$ cat src/rtl/dac_rx_pkg.sv
package dac_rx_pkg;
  localparam int FRAME_BITS = 32;
  localparam int CMD_W      = 4;
  localparam int ADDR_W     = 4;
  localparam int DATA_W     = 20;  // data field width in the frame
  localparam int CODE_PORT  = 16;
  localparam int CNT_W      = $clog2(FRAME_BITS + 1);
endpackage

$ cat src/rtl/dac_rx_sync.sv
module dac_rx_sync #(
  parameter int             WIDTH   = 3,
  parameter int             STAGES  = 2,
  parameter logic [WIDTH-1:0] RST_VAL = '0
) (
  input  logic             clk_i,
  input  logic             rst_ni,
  input  logic [WIDTH-1:0] async_i,
  output logic [WIDTH-1:0] sync_o
);
  logic [WIDTH-1:0] stage_q [STAGES];

  for (genvar s = 0; s < STAGES; s++) begin : g_stage
    always_ff @(posedge clk_i or negedge rst_ni) begin
      if (!rst_ni) stage_q[s] <= RST_VAL;
      else if (s == 0) stage_q[s] <= async_i;
      else stage_q[s] <= stage_q[(s == 0) ? 0 : s-1];
    end
  end

  assign sync_o = stage_q[STAGES-1];
endmodule

$ cat src/rtl/dac_rx_shift.sv
module dac_rx_shift
  import dac_rx_pkg::*;
#(
  parameter int CODE_BITS = 16,
  localparam int PAD_BITS = DATA_W - CODE_BITS,
  localparam int KEEP_W   = CMD_W + ADDR_W + CODE_BITS,
  localparam int SHIFT_N  = FRAME_BITS - PAD_BITS
) (
  input  logic              clk_i,
  input  logic              rst_ni,
  input  logic              sel_s_i,   // synchronized, active high = idle
  input  logic              sclk_s_i,
  input  logic              sdat_s_i,
  output logic              done_o,
  output logic [KEEP_W-1:0] frame_o
);
  logic [CNT_W-1:0]  cnt_q;
  logic [KEEP_W-1:0] sreg_q;
  logic              sclk_q;
  logic              fall;

  assign fall = sclk_q & ~sclk_s_i;

  always_ff @(posedge clk_i or negedge rst_ni) begin
    if (!rst_ni) begin
      cnt_q  <= '0;
      sreg_q <= '0;
      sclk_q <= 1'b1;
      done_o <= 1'b0;
    end else begin
      sclk_q <= sclk_s_i;
      done_o <= 1'b0;
      if (sel_s_i) begin
        cnt_q  <= '0;
        sreg_q <= '0;
      end else if (fall && cnt_q < CNT_W'(FRAME_BITS)) begin
        cnt_q <= cnt_q + 1'b1;
        // padding bits are counted but never stored
        if (cnt_q < CNT_W'(SHIFT_N)) sreg_q <= {sreg_q[KEEP_W-2:0], sdat_s_i};
        if (cnt_q == CNT_W'(FRAME_BITS-1)) done_o <= 1'b1;
      end
    end
  end

  assign frame_o = sreg_q;


  cnt_range_chk: assert property (@(posedge clk_i) disable iff (!rst_ni)
    cnt_q <= CNT_W'(FRAME_BITS));

  abort_clear_chk: assert property (@(posedge clk_i) disable iff (!rst_ni)
    sel_s_i |=> (cnt_q == '0) && !done_o);

  idle_no_done_chk: assert property (@(posedge clk_i) disable iff (!rst_ni)
    done_o |-> $past(!sel_s_i));

  done_single_chk: assert property (@(posedge clk_i) disable iff (!rst_ni)
    done_o |=> !done_o);
endmodule

$ cat src/rtl/dac_rx_extract.sv
module dac_rx_extract
  import dac_rx_pkg::*;
#(
  parameter int CODE_BITS = 16,
  localparam int KEEP_W   = CMD_W + ADDR_W + CODE_BITS
) (
  input  logic                 clk_i,
  input  logic                 rst_ni,
  input  logic                 done_i,
  input  logic [KEEP_W-1:0]    frame_i,
  output logic                 valid_o,
  output logic [CMD_W-1:0]     cmd_o,
  output logic [ADDR_W-1:0]    addr_o,
  output logic [CODE_PORT-1:0] code_o
);
  logic [CODE_PORT-1:0] code_d;

  always_comb begin
    code_d = '0;
    code_d[CODE_BITS-1:0] = frame_i[CODE_BITS-1:0];
  end

  always_ff @(posedge clk_i or negedge rst_ni) begin
    if (!rst_ni) begin
      valid_o <= 1'b0;
      cmd_o   <= '0;
      addr_o  <= '0;
      code_o  <= '0;
    end else begin
      valid_o <= done_i;
      if (done_i) begin
        cmd_o  <= frame_i[KEEP_W-1 -: CMD_W];
        addr_o <= frame_i[KEEP_W-CMD_W-1 -: ADDR_W];
        code_o <= code_d;
      end
    end
  end


  valid_pulse_chk: assert property (@(posedge clk_i) disable iff (!rst_ni)
    valid_o |=> !valid_o);

  valid_follows_done_chk: assert property (@(posedge clk_i) disable iff (!rst_ni)
    valid_o |-> $past(done_i));
endmodule

$ cat src/rtl/dac_frame_rx.sv
module dac_frame_rx
  import dac_rx_pkg::*;
#(
  parameter int CODE_BITS = 16,
  localparam int KEEP_W   = CMD_W + ADDR_W + CODE_BITS
) (
  input  logic                 clk_i,
  input  logic                 rst_ni,
  input  logic                 sel_ni,
  input  logic                 sclk_i,
  input  logic                 sdat_i,
  output logic                 valid_o,
  output logic [CMD_W-1:0]     cmd_o,
  output logic [ADDR_W-1:0]    addr_o,
  output logic [CODE_PORT-1:0] code_o
);
  if (CODE_BITS != 12 && CODE_BITS != 14 && CODE_BITS != 16) begin : g_bad_code_bits
    $error("CODE_BITS must be 12, 14 or 16");
  end

  logic [2:0]        pins_s;
  logic              done;
  logic [KEEP_W-1:0] frame;

  dac_rx_sync #(.WIDTH(3), .STAGES(2), .RST_VAL(3'b011)) u_sync (
    .clk_i   (clk_i),
    .rst_ni  (rst_ni),
    .async_i ({sdat_i, sclk_i, sel_ni}),
    .sync_o  (pins_s)
  );

  dac_rx_shift #(.CODE_BITS(CODE_BITS)) u_shift (
    .clk_i    (clk_i),
    .rst_ni   (rst_ni),
    .sel_s_i  (pins_s[0]),
    .sclk_s_i (pins_s[1]),
    .sdat_s_i (pins_s[2]),
    .done_o   (done),
    .frame_o  (frame)
  );

  dac_rx_extract #(.CODE_BITS(CODE_BITS)) u_extract (
    .clk_i   (clk_i),
    .rst_ni  (rst_ni),
    .done_i  (done),
    .frame_i (frame),
    .valid_o (valid_o),
    .cmd_o   (cmd_o),
    .addr_o  (addr_o),
    .code_o  (code_o)
  );


  hold_outputs_chk: assert property (@(posedge clk_i) disable iff (!rst_ni)
    !valid_o |-> $stable({cmd_o, addr_o, code_o}));

  code_upper_zero_chk: assert property (@(posedge clk_i) disable iff (!rst_ni)
    (code_o >> CODE_BITS) == '0);
endmodule

$ cat config.mk
export PLATFORM = sky130hd
export DESIGN_NAME = dac_frame_rx
export DESIGN_NICKNAME = d
export VERILOG_FILES = /design/src/rtl/dac_rx_pkg.sv /design/src/rtl/dac_rx_sync.sv /design/src/rtl/dac_rx_shift.sv /design/src/rtl/dac_rx_extract.sv /design/src/rtl/dac_frame_rx.sv
export SDC_FILE = /design/constraint.sdc
export NUM_CORES = 1
export LEC_CHECK = 0
export BUFFER_PORTS_ARGS = -buffer_cell sky130_fd_sc_hd__buf_2
export CAP_MARGIN = 20
export CORE_MARGIN = 5
export CORE_UTILIZATION = 41
export DETAILED_ROUTE_END_ITERATION = 10
export HOLD_SLACK_MARGIN = 0.06
export PLACE_DENSITY = 0.67
export SLEW_MARGIN = 20
export SYNTH_ARGS = -nofsm -noshare
export SYNTH_HDL_FRONTEND = slang
export SYNTH_SLANG_ARGS = --single-unit
export TNS_END_PERCENT = 100
$ cat constraint.sdc
create_clock -name clk_i -period 2.05 [get_ports clk_i]
set_input_delay 0 -clock clk_i [delete_from_list [all_inputs] [get_ports clk_i]]
set_output_delay 0 -clock clk_i [all_outputs]
set_load 0.03 [all_outputs]
==> flow_summary.ini <==
[status]
outcome = finished clean

[die]
die_area_um2 = 7560
core_area_um2 = 5850
io_pins = 30
die_w_um = 87.0
std_cell_rows = 28
start_util = 0.415
die_h_um = 87.0

[placed_design]
dpl_worst_slack_ps = 467
gp_congestion = 0.753
portBuffers = 29
dp_cells = 266
place_hpwl_um = 2680
place_area_um2 = 2650

[synth]
ys_seq_elements = 63
syn_area_um2 = 2430
ys_seq_area_frac = 0.652
ys_warn_count = 0
synth_cell_types = 27
synth_nets = 173
synth-edff-count = 0
synthFlopType = dfrtp_1
synth_cells = 167
avgSynthCellArea_um2 = 14.5
async_flop_share = 1.00

[drt]
drt_pre_antenna_iters = 2
drt_iter0_drc = 22
wl_per_cell_um = 14.1
avgViaCountPerCell = 4.77
vias = 1363
wl_um = 4020
ant_nets = 0
remaining_drc_errors = 0

[clocking]
cts_made_buffers = 9
clockBufferDepth = 2
ctsResizeCount = 0
cts.htree.levels = 3
insertion_delay_ps = 340
cts_tree = built
clockRootBuffer = clkbuf_8
postCtsHoldBufs = 4
clkSlewWorstSetupHoldPaths_ps = 70
numClockSinks = 63
post-cts-setup-buffers = 0

[global_routing]
grt_pass1_wl_um = 6840
grt_overflow_total = 0
grt_max_degree = 34
track_usage = 0.122
grt_pass1_vias = 1359
antenna_found_initial = 0

[worst_setup_path]
worstPathRequired_ps = 2310
startpoint_type = flip-flop
crit_path_end_kind = flip-flop
crit_type = flip-flop to flip-flop
worstReg2RegStart = u_shift.sclk_q$_DFF_PN1_
crit_fanout = 15
crit_arrival_ps = 1850
r2r_cells = 4
reg2reg_to = u_shift.frame_o[19]$_DFFE_PN0P_
rrSetupSlack_ps = 460

[timing]
finalSetupTns_ps = 0
worst_slack_ps = 461
rsz0062_at_grt = no
max_freq_mhz = 629
clock-skew-final_ps = 6.03
fin_hold_ws_ps = 250
fin_crit_sh = 0.775
min_period_ps = 1590
worst_pin_slew_ps = 709
relSlewSlack = 0.527
maxSlewViolCount = 0
hold_viol = 0
setup_viol = 0

[power_and_ir_drop]
cellPowerDensity_nw_per_um2 = 834
power.leakage_nw = 1.44
total_power_mw = 2.40
irDropWorstVdd_uv = 475

[final_layout]
fin_nets = 212
fin_cells = 286
antenna_cells = 0
final_util = 0.493
drive_gt1_frac = 0.384
fin_area_um2 = 2880
syn2layout_area_growth_pct = 18.7

[hold_path]
hold_path.class = input pin to async pin

[job]
drv_cap = 0
-- power by group --
group          switching, mW  internal, mW  total [mW]  leakage [nW]
clock network          0.470         0.587        1.06        0.0981
registers            0.00859          1.26        1.27         0.857
logic                 0.0491        0.0309      0.0800         0.489
-- how the worst max path moves through the flow --
stage                              from                         endpoint  slack, ps
2_1_floorplan  u_shift.sclk_q$_DFF_PN1_     u_shift.cnt_q[3]$_DFFE_PN0P_        610
3_3_place_gp   u_shift.sclk_q$_DFF_PN1_  u_shift.frame_o[22]$_DFFE_PN0P_        550
3_5_place_dp   u_shift.sclk_q$_DFF_PN1_  u_shift.frame_o[19]$_DFFE_PN0P_        470
4_1_cts        u_shift.sclk_q$_DFF_PN1_  u_shift.frame_o[19]$_DFFE_PN0P_        430
5_1_grt        u_shift.sclk_q$_DFF_PN1_  u_shift.frame_o[19]$_DFFE_PN0P_        310
6_report       u_shift.sclk_q$_DFF_PN1_  u_shift.frame_o[19]$_DFFE_PN0P_        460
-- synth_stat cells (2+ instances only) --
| cell | count | area share |
|---|---|---|
| mux2i_1 | 24 | 0.099 |
| dfstp_2 | 5 | 0.054 |
| clkbuf_1 | 3 | 0.0046 |
| buf_2 | 3 | 0.0062 |
| dfrtp_1 | 58 | 0.60 |
| buf_12 | 2 | 0.016 |
| mux2_2 | 25 | 0.12 |
| a21oi_1 | 2 | 0.0041 |
| nand2_1 | 24 | 0.037 |
| nor2_1 | 4 | 0.0062 |
-- per-layer routing --
metal / wire length (um) / vias up / track usage
met4: 48 / 0 / 0.0467
met2: 1730 / 31 / 0.164
met3: 259 / 7 / 0.0624
li1: - / 654 / -
met5: 0 / - / 0
met1: 1980 / 671 / 0.166
-- layout make-up --
class | instances | area (um2)
Fill cell | 527 | 2970
Sequential cell | 63 | 1580
Multi-Input combinational cell | 94 | 764
Timing Repair Buffer | 37 | 240
Clock buffer | 10 | 138
Tap cell | 75 | 93.8
Clock inverter | 6 | 60.1
Inverter | 1 | 3.75
-- registers in the layout, indices dropped and copies added, names as in the netlist --
register / cells
u_shift.frame_o: 24
u_extract.valid_o: 1
u_sync.sync_o: 3
u_extract.cmd_o: 4
u_extract.code_o: 16
u_shift.done_o: 1
u_shift.cnt_q: 6
u_sync.stage_q: 3
u_shift.sclk_q: 1
u_extract.addr_o: 4
-- worst max-delay path, stage by stage (launching register included) --
cell and delay, ps:
dfstp_2 530, nor3b_4 280, and2_1 190, buf_4 270, mux2i_1 240
-- logic make-up (layout without fill, tap and decap cells) --
group                    after synthesis  after routing  share of synthesized area
adder cells (fa/ha/maj)                1              1                    0.00515
multiplexers                          49             49                      0.215
flip-flops                            63             63                      0.652
buffers and inverters                 10             54                     0.0335
AND/OR/NAND/NOR                       37             37                     0.0737
AO/OA/AOI/OAI                          5              5                     0.0139
XOR/XNOR                               2              2                    0.00721
-- layout by cell type (no fill, tap or decap), types with 2 or more instances in the layout --
| cell type | instances |
|---|---|
| a21oi_1 | 2 |
| buf_12 | 2 |
| buf_2 | 29 |
| buf_4 | 2 |
| clkbuf_8 | 10 |
| clkinv_2 | 3 |
| clkinvlp_4 | 2 |
| dfrtp_1 | 58 |
| dfstp_2 | 5 |
| dlygate4sd3_1 | 4 |
| mux2_2 | 25 |
| mux2i_1 | 24 |
| nand2_1 | 24 |
| nor2_1 | 4 |
(Power assumes the default switching activity.)
